[config.mk]
export PLATFORM = sky130hd
export DESIGN_NAME = agi_interlock
export DESIGN_NICKNAME = d
export VERILOG_FILES = /design/src/rtl/agi_pkg.sv /design/src/rtl/agi_hist.sv /design/src/rtl/agi_slot_chk.sv /design/src/rtl/agi_interlock.sv
export SDC_FILE = /design/constraint.sdc
export NUM_CORES = 1
export LEC_CHECK = 0
export BUFFER_PORTS_ARGS = -buffer_cell sky130_fd_sc_hd__buf_2
export CAP_MARGIN = 20
export CORE_ASPECT_RATIO = 2
export CORE_MARGIN = 5
export CORE_UTILIZATION = 35
export DETAILED_ROUTE_END_ITERATION = 16
export HOLD_SLACK_MARGIN = 0.1
export PLACE_DENSITY_LB_ADDON = 0.3
export SKIP_CTS_REPAIR_TIMING = 1
export SLEW_MARGIN = 0
export SYNTH_ARGS = -nofsm -noshare
export SYNTH_HDL_FRONTEND = slang
export SYNTH_HIERARCHICAL = 1
export SYNTH_SLANG_ARGS = --single-unit
[constraint.sdc]
create_clock -name clk -period 5.3 [get_ports clk]
set_clock_uncertainty 0.1 [all_clocks]
set_input_delay 0.795 -clock clk [delete_from_list [all_inputs] [get_ports clk]]
set_output_delay 0.795 -clock clk [all_outputs]
set_load 0.005 [all_outputs]
[src/rtl/agi_pkg.sv]
package agi_pkg;
  typedef enum logic [2:0] {
    CLS_ALU  = 3'd0,
    CLS_MEM  = 3'd1,
    CLS_LEA  = 3'd2,
    CLS_PUSH = 3'd3,
    CLS_POP  = 3'd4,
    CLS_CALL = 3'd5,
    CLS_RET  = 3'd6
  } cls_e;

  typedef enum logic [1:0] {
    WK_ORD    = 2'd0,
    WK_STACK  = 2'd1,
    WK_RETIMM = 2'd2
  } wkind_e;

  localparam logic [1:0] RSN_NONE = 2'b00;
  localparam logic [1:0] RSN_EXPL = 2'b01;
  localparam logic [1:0] RSN_IMPL = 2'b10;
  localparam logic [1:0] RSN_RETI = 2'b11;
endpackage

[src/rtl/agi_hist.sv]
module agi_hist #(
  parameter int ISSUE = 2,
  parameter int REG_W = 3
) (
  input  logic                        clk,
  input  logic                        rst_n,
  input  logic                        advance,
  input  logic [ISSUE-1:0]            wr_en,
  input  logic [ISSUE-1:0][REG_W-1:0] wr_reg,
  input  logic [ISSUE-1:0][1:0]       wr_kind,
  output logic [ISSUE-1:0]            h_vld,
  output logic [ISSUE-1:0][REG_W-1:0] h_reg,
  output logic [ISSUE-1:0][1:0]       h_kind
);
  logic [ISSUE-1:0]            vld_n;
  logic [ISSUE-1:0][REG_W-1:0] reg_n;
  logic [ISSUE-1:0][1:0]       kind_n;

  always_comb begin
    for (int k = 0; k < ISSUE; k++) begin
      vld_n[k]  = advance & wr_en[k];
      reg_n[k]  = advance ? wr_reg[k]  : h_reg[k];
      kind_n[k] = advance ? wr_kind[k] : h_kind[k];
    end
  end

  always_ff @(posedge clk or negedge rst_n) begin
    if (!rst_n) begin
      h_vld  <= '0;
      h_reg  <= '0;
      h_kind <= '0;
    end else begin
      h_vld  <= vld_n;
      h_reg  <= reg_n;
      h_kind <= kind_n;
    end
  end

  AST_BUBBLE_EMPTY: assert property (@(posedge clk) disable iff (!rst_n)
    !advance |=> (h_vld == '0)) else $error("bubble left writers");
endmodule

[src/rtl/agi_slot_chk.sv]
module agi_slot_chk
  import agi_pkg::*;
#(
  parameter int ISSUE  = 2,
  parameter int REG_W  = 3,
  parameter int SP_IDX = 4
) (
  input  logic                        clk,
  input  logic                        rst_n,
  input  logic                        act,
  input  logic [2:0]                  cls,
  input  logic [REG_W-1:0]            base,
  input  logic                        base_vld,
  input  logic [REG_W-1:0]            idx,
  input  logic                        idx_vld,
  input  logic [ISSUE-1:0]            h_vld,
  input  logic [ISSUE-1:0][REG_W-1:0] h_reg,
  input  logic [ISSUE-1:0][1:0]       h_kind,
  output logic [1:0]                  code
);
  localparam logic [REG_W-1:0] SP = REG_W'(SP_IDX);

  cls_e cls_t;
  logic explicit_use;
  logic implicit_use;
  logic sp_stack_only;

  assign cls_t        = cls_e'(cls);
  assign explicit_use = act && (cls_t == CLS_MEM || cls_t == CLS_LEA);
  assign implicit_use = act && (cls_t == CLS_PUSH || cls_t == CLS_POP ||
                                cls_t == CLS_CALL || cls_t == CLS_RET);

  function automatic logic [1:0] hit_code(input logic [REG_W-1:0] r, input logic is_impl,
                                          input logic [ISSUE-1:0] v,
                                          input logic [ISSUE-1:0][REG_W-1:0] hr,
                                          input logic [ISSUE-1:0][1:0] hk);
    logic [1:0] c;
    c = RSN_NONE;
    for (int k = 0; k < ISSUE; k++) begin
      if (v[k] && hr[k] == r && wkind_e'(hk[k]) != WK_STACK) begin
        if (r == SP && wkind_e'(hk[k]) == WK_RETIMM) c = RSN_RETI;
        else if (is_impl && c != RSN_RETI)            c = RSN_IMPL;
        else if (c == RSN_NONE)                        c = RSN_EXPL;
      end
    end
    return c;
  endfunction

  logic [1:0] c_base, c_idx, c_sp;

  always_comb begin
    c_base = (explicit_use && base_vld) ? hit_code(base, 1'b0, h_vld, h_reg, h_kind) : RSN_NONE;
    c_idx  = (explicit_use && idx_vld)  ? hit_code(idx,  1'b0, h_vld, h_reg, h_kind) : RSN_NONE;
    c_sp   = implicit_use               ? hit_code(SP,   1'b1, h_vld, h_reg, h_kind) : RSN_NONE;
    code   = c_base;
    if (c_idx > code) code = c_idx;
    if (c_sp  > code) code = c_sp;
  end

  always_comb begin
    sp_stack_only = 1'b1;
    for (int k = 0; k < ISSUE; k++)
      if (h_vld[k] && wkind_e'(h_kind[k]) != WK_STACK) sp_stack_only = 1'b0;
  end

  AST_STACK_EXEMPT: assert property (@(posedge clk) disable iff (!rst_n)
    sp_stack_only |-> code == RSN_NONE) else $error("stack-kind write stalled");
  AST_ALU_QUIET: assert property (@(posedge clk) disable iff (!rst_n)
    (!act || cls_t == CLS_ALU) |-> code == RSN_NONE) else $error("inactive slot flagged");
endmodule

[src/rtl/agi_interlock.sv]
module agi_interlock
  import agi_pkg::*;
#(
  parameter int ISSUE  = 2,
  parameter int REG_W  = 3,
  parameter int SP_IDX = 4
) (
  input  logic                        clk,
  input  logic                        rst_n,
  input  logic                        issue_valid,
  input  logic [ISSUE-1:0]            slot_vld,
  input  logic [ISSUE-1:0][2:0]       slot_cls,
  input  logic [ISSUE-1:0][REG_W-1:0] slot_base,
  input  logic [ISSUE-1:0]            slot_base_vld,
  input  logic [ISSUE-1:0][REG_W-1:0] slot_idx,
  input  logic [ISSUE-1:0]            slot_idx_vld,
  input  logic [ISSUE-1:0]            slot_wen,
  input  logic [ISSUE-1:0][REG_W-1:0] slot_wreg,
  input  logic [ISSUE-1:0][1:0]       slot_wkind,
  output logic                        stall,
  output logic [1:0]                  reason
);
  logic [ISSUE-1:0]            h_vld;
  logic [ISSUE-1:0][REG_W-1:0] h_reg;
  logic [ISSUE-1:0][1:0]       h_kind;
  logic [ISSUE-1:0][1:0]       codes;
  logic [ISSUE-1:0]            hits;
  logic                        advance;
  logic [ISSUE-1:0]            wr_en;

  assign advance = issue_valid & ~stall;
  assign wr_en   = slot_vld & slot_wen;

  agi_hist #(.ISSUE(ISSUE), .REG_W(REG_W)) u_hist (
    .clk(clk), .rst_n(rst_n), .advance(advance),
    .wr_en(wr_en), .wr_reg(slot_wreg), .wr_kind(slot_wkind),
    .h_vld(h_vld), .h_reg(h_reg), .h_kind(h_kind)
  );

  for (genvar s = 0; s < ISSUE; s++) begin : g_slot
    agi_slot_chk #(.ISSUE(ISSUE), .REG_W(REG_W), .SP_IDX(SP_IDX)) u_chk (
      .clk(clk), .rst_n(rst_n),
      .act(issue_valid & slot_vld[s]),
      .cls(slot_cls[s]),
      .base(slot_base[s]), .base_vld(slot_base_vld[s]),
      .idx(slot_idx[s]),   .idx_vld(slot_idx_vld[s]),
      .h_vld(h_vld), .h_reg(h_reg), .h_kind(h_kind),
      .code(codes[s])
    );
    assign hits[s] = |codes[s];
  end

  always_comb begin
    reason = RSN_NONE;
    for (int s = 0; s < ISSUE; s++)
      if (codes[s] > reason) reason = codes[s];
  end

  assign stall = |hits;

  AST_ONE_BUBBLE: assert property (@(posedge clk) disable iff (!rst_n)
    stall |=> !stall) else $error("stall longer than one cycle");
  AST_CODE_WITH_STALL: assert property (@(posedge clk) disable iff (!rst_n)
    stall |-> reason != RSN_NONE) else $error("stall without reason");
  AST_IDLE_NO_STALL: assert property (@(posedge clk) disable iff (!rst_n)
    !issue_valid |-> !stall) else $error("stall with no pair");
  AST_RESET_QUIET: assert property (@(posedge clk)
    !rst_n |-> !stall && reason == RSN_NONE) else $error("stall in reset");
endmodule

* Word level (Yosys, flattened, before mapping)
Cells that the tools add are included.
** Storage, ports and cells
- Output and inout port bits :: 3
- Flip-flop bits (word level) :: 12
- Logic and storage cells :: 137
** Cells by class
- Equality and inequality tests :: 31
- Magnitude comparators :: 6
- Multiplexer cells :: 38
- Reductions and logical operators :: 50
- Bitwise gates (word level) :: 7
** Operators by type and width (number)
- 2-bit 2-to-1 mux :: 37
- 3-bit equality test, second input constant :: 12
- 1-bit logical AND :: 36
- 3-bit equality test :: 8
- 3-bit by 2-bit equality test with 1-bit output, second input constant :: 4
- 2-bit > comparator :: 5
- 2-bit zero test :: 5
- 1-bit logical OR :: 8
- 3-bit by 1-bit equality test with 1-bit output, second input constant :: 2
- 1-bit bitwise AND :: 5
- 2-bit equality test, second input constant :: 2
- 2-bit by 1-bit != test with 1-bit output, second input constant :: 2
- 4-bit OR reduction :: 1
- 2-bit bitwise AND :: 1
- 2-bit by 1-bit > comparator with 1-bit output, second input constant :: 1
- 2-bit != test, second input constant :: 1
- 1-bit 2-to-1 mux :: 1
- 1-bit NOT :: 1

* Depth between registers and ports, before layout
- Word-level depth :: 17
- Depth in mapped cells :: 20

* Cells and area by module
The synthesis kept the hierarchy.
** Modules (own cells, without submodules)
- agi_slot_chk at g_slot[0].u_chk :: cells an instance 67, instances 1, seq. area each 0.0 um^2, area each 501.7 um^2
- agi_slot_chk at g_slot[1].u_chk :: cells an instance 64, instances 1, seq. area each 0.0 um^2, area each 491.7 um^2
- agi_hist :: cells an instance 25, instances 1, seq. area each 300.3 um^2, area each 469.2 um^2
- agi_interlock :: cells an instance 22, instances 1, seq. area each 0.0 um^2, area each 148.9 um^2

* Worst setup path before layout
No wires, ideal clock.
- Path kind :: input -> output
- Start :: in slot_base[1] (netlist name)
- End :: out reason[0]
- Arrival :: 3785 ps
- Slack :: 620 ps
- Stages :: 18
- Cells stage by stage :: xnor2_1 -> nand3_1 -> nor3_1 -> a22o_1 -> nand4_1 -> ha_1 -> nor2_1 -> o22ai_1 -> o22ai_2 -> ha_1 -> inv_1 -> o22ai_1 -> nand3_2 -> o221ai_2 -> ha_1 -> nor3_1 -> a21oi_1 -> o21a_1
** RTL lines
- start, declared :: line agi_interlock.sv:13 : input logic [ISSUE-1:0][REG_W-1:0] slot_base,
- end, declared :: line agi_interlock.sv:21 : output logic [1:0] reason

==> impl_results.md <==
- Clk Latency, worst-skew pair: 0.24 ns
- Layout Nets: 281
- Detailed Place HPWL: around 3.4 mm
- EDFF count, synth: 0
- Top Ports: 42
- Post-Syn Instances: 178
- WS Path Type: in2out
- DR iter-0 viols: 14
- Setup violators final: 0
- Endpoints failing hold: 0
- Placed Cells: between 200 and 300
- Number of buffers and inverters on the critical path: 3
- Most used cell, CP: ha_1
- Total CTS buffers: 3
- Global route overflow: 0
- Crit end category: output port
- Die X-Extent: 58.0 um
- Site Rows: 35
- GRT Total Usage: 0.130
- Least-Margin Pin Slew: 0.476 ns
- Global-route wire length before repair: 6.28 mm
- Filler Cells Inserted: between 400 and 500
- Die height: 106 um
- Synth area leaders: dfrtp_1, ha_1, xor2_1, mux2_4, xnor2_1
- Worst setup SP type: input port
- DR pass1 iterations: 4
- CTS clk-pin slew, worst paths: 0.04 ns
- Cell Chain, Critical Path: buf_2 > xnor2_1 > nand4_1 > nor3b_1 > o2111ai_2 > ha_1 > nor2_1 > o22ai_2 > nand2_1 > o22ai_2 > ha_1 > inv_1 > o22ai_4 > nand3_2 > o221ai_4 > ha_1 > nor3_1 > a21oi_1 > o21a_1 > buf_2
- Ys Warns: 6
- Post-DRT Antenna Nets: 0
- Die area: 0.00614 mm^2
- WHS: 0.319 ns
- Asr flop ratio synth: 1.00
- Clk sinks: 12
- Largest net degree at the start of global routing: 13
- Relative slew slack: 0.680
- Post-synth cell types: 43
- Commonest non-fill, non-tap cell in the layout: buf_2
- Area of the multi-input gates: 0.00131 mm^2
- Lkg Pwr: 0.929 nW
- Initial antenna violation count: 0
- Core Box Area: 0.00455 mm^2
- CTS Root Cell: clkbuf_8
- Worst Path Required: 4.41 ns
- Ant. Diodes: 0
- FF+latch area: ~300 um^2
- Setup TNS: 0 ns
- Max-cap viol count: 0
- Syn Nets: roughly 230
- Max-slew violation count: 0
- Slowest stage delay, CP: 0.35 ns
- Most frequent cells in the layout: buf_2, xor2_1, inv_1, ha_1
- Delay-heaviest family, CP: compound AO/OA/AOI/OAI gates
- Layout cells sized above 1: 0.391
- Finished Layout Cells: 280
- Routed len/inst: 14.1 um
- Pwr dens: around 150 mW/mm^2
- Overall Power: just under 0.0003 W
- Max frequency: ~0.2 GHz
- CTS tree: yes
- Crit-path slowest cell: ha_1
- Post-Syn Area: 0.00161 mm^2
- Drt total wl: 3.96 mm
- Flip-flop and latch count after synthesis: 12
- Yosys top cell by area: dfrtp_1
- Run status: finished, final reports clean
- Port bufs: 41
- Initial core utilization: 0.354
- Synth Flop Type: dfrtp_1
- Mean post-synth cell area: a little over 9 um^2
- CTS H-tree depth: 1
- Max FO, Critical Path: 4
- Crit path DAT: roughly 4.2 ns
- Area growth syn-to-layout: 25.5%
- Vias in the first global route: 1499
- Maximum VDD drop: about 0.00015 V
- Vias post-DR: 1471
- Max reg flops: 6
- Clock tree buffer depth: 2
- DR vias/cell: 5.25
- Fin crit period: 5.13 ns
- Final core utilization: 0.444
- Residual DRC count: 0
- Crit share post-route: 0.967
- R2R Setup Slk: roughly 1.1 ns
- Synth top area share: 0.186
- HP Class: in2async
- RePlAce Congestion: 0.873
- Part of the Yosys area used for sequential elements: 0.186
==> final cells by class <==
class                           count  area share
Multi-Input combinational cell    147       0.647
Sequential cell                    12       0.149
Timing Repair Buffer               45       0.116
Tap cell                           55      0.0340
Inverter                           18      0.0334
Clock buffer                        3      0.0204
==> synthesized netlist by cell type, types with 4 or more instances <==
cell type and number:
xor2_1 18, ha_1 15, inv_1 15, dfrtp_1 12, nor2_1 12, xnor2_1 10, and2_1 9, mux2_4 8
nand2_1 6, nand4_1 6, nor2b_1 6, o22ai_1 5, nor3b_1 4, nor4_2 4
==> cell families (layout without fill, tap and decap cells) <==
group | after synthesis | after routing | synth area share
muxes | 11 | 11 | 0.0947
and+or+nand+nor | 69 | 69 | 0.280
buffers and inverters | 19 | 66 | 0.0489
DFF | 12 | 12 | 0.186
adders and majority gates | 15 | 15 | 0.116
AOI/OAI and AO/OA | 24 | 24 | 0.121
xor gates and xnor gates | 28 | 28 | 0.152
==> power by group <==
group,switching (W),internal [W]
clock network,0.0000294,0.0000497
registers,0.0000201,0.000101
logic,0.0000437,0.0000505
==> per-layer routing <==
layer	part of all wire	vias to the layer above	GRT usage
li1	-	720	-
met1	0.33	682	0.117
met2	0.57	54	0.254
met3	0.051	15	0.00729
met4	0.048	0	0.0945
met5	0	-	0
==> metrics by stage <==
stage / setup WS (ns) / instance area [um^2]
3_5_place_dp: 0.0625 / 1890
3_3_place_gp: 0.158 / 1890
6_report: 0.175 / 2020
2_1_floorplan: 0.620 / 1610
4_1_cts: 0.0404 / 1930
5_1_grt: -0.0429 / 2020
==> worst reg2reg max path: cells and delay by family, from the launching register on <==
| family | cells | cell delay, ns |
|---|---|---|
| flip-flops | 1 | 0.53 |
| AND/OR/NAND/NOR | 6 | 1.01 |
| multiplexers | 1 | 0.36 |
| XOR/XNOR | 1 | 0.24 |
| AO/OA/AOI/OAI | 6 | 0.86 |
| buffers and inverters | 3 | 0.34 |
| adder cells (fa/ha/maj) | 2 | 0.61 |
==> path summary, 6_finish.rpt <==
path,startpoint,to,cells after the start
setup / recovery,slot_idx[2],reason[0],20
min in group clk,u_hist/h_kind[1],u_hist/h_kind[1],1
hold reg to reg,u_hist/h_kind[1],u_hist/h_kind[1],1
hold / removal,rst_n,u_hist/h_vld[1],1
setup reg to reg,u_hist/h_reg[3],u_hist/h_reg[5],19
max in group asynchronous,rst_n,u_hist/h_reg[5],1
(Power assumes the default switching activity.)
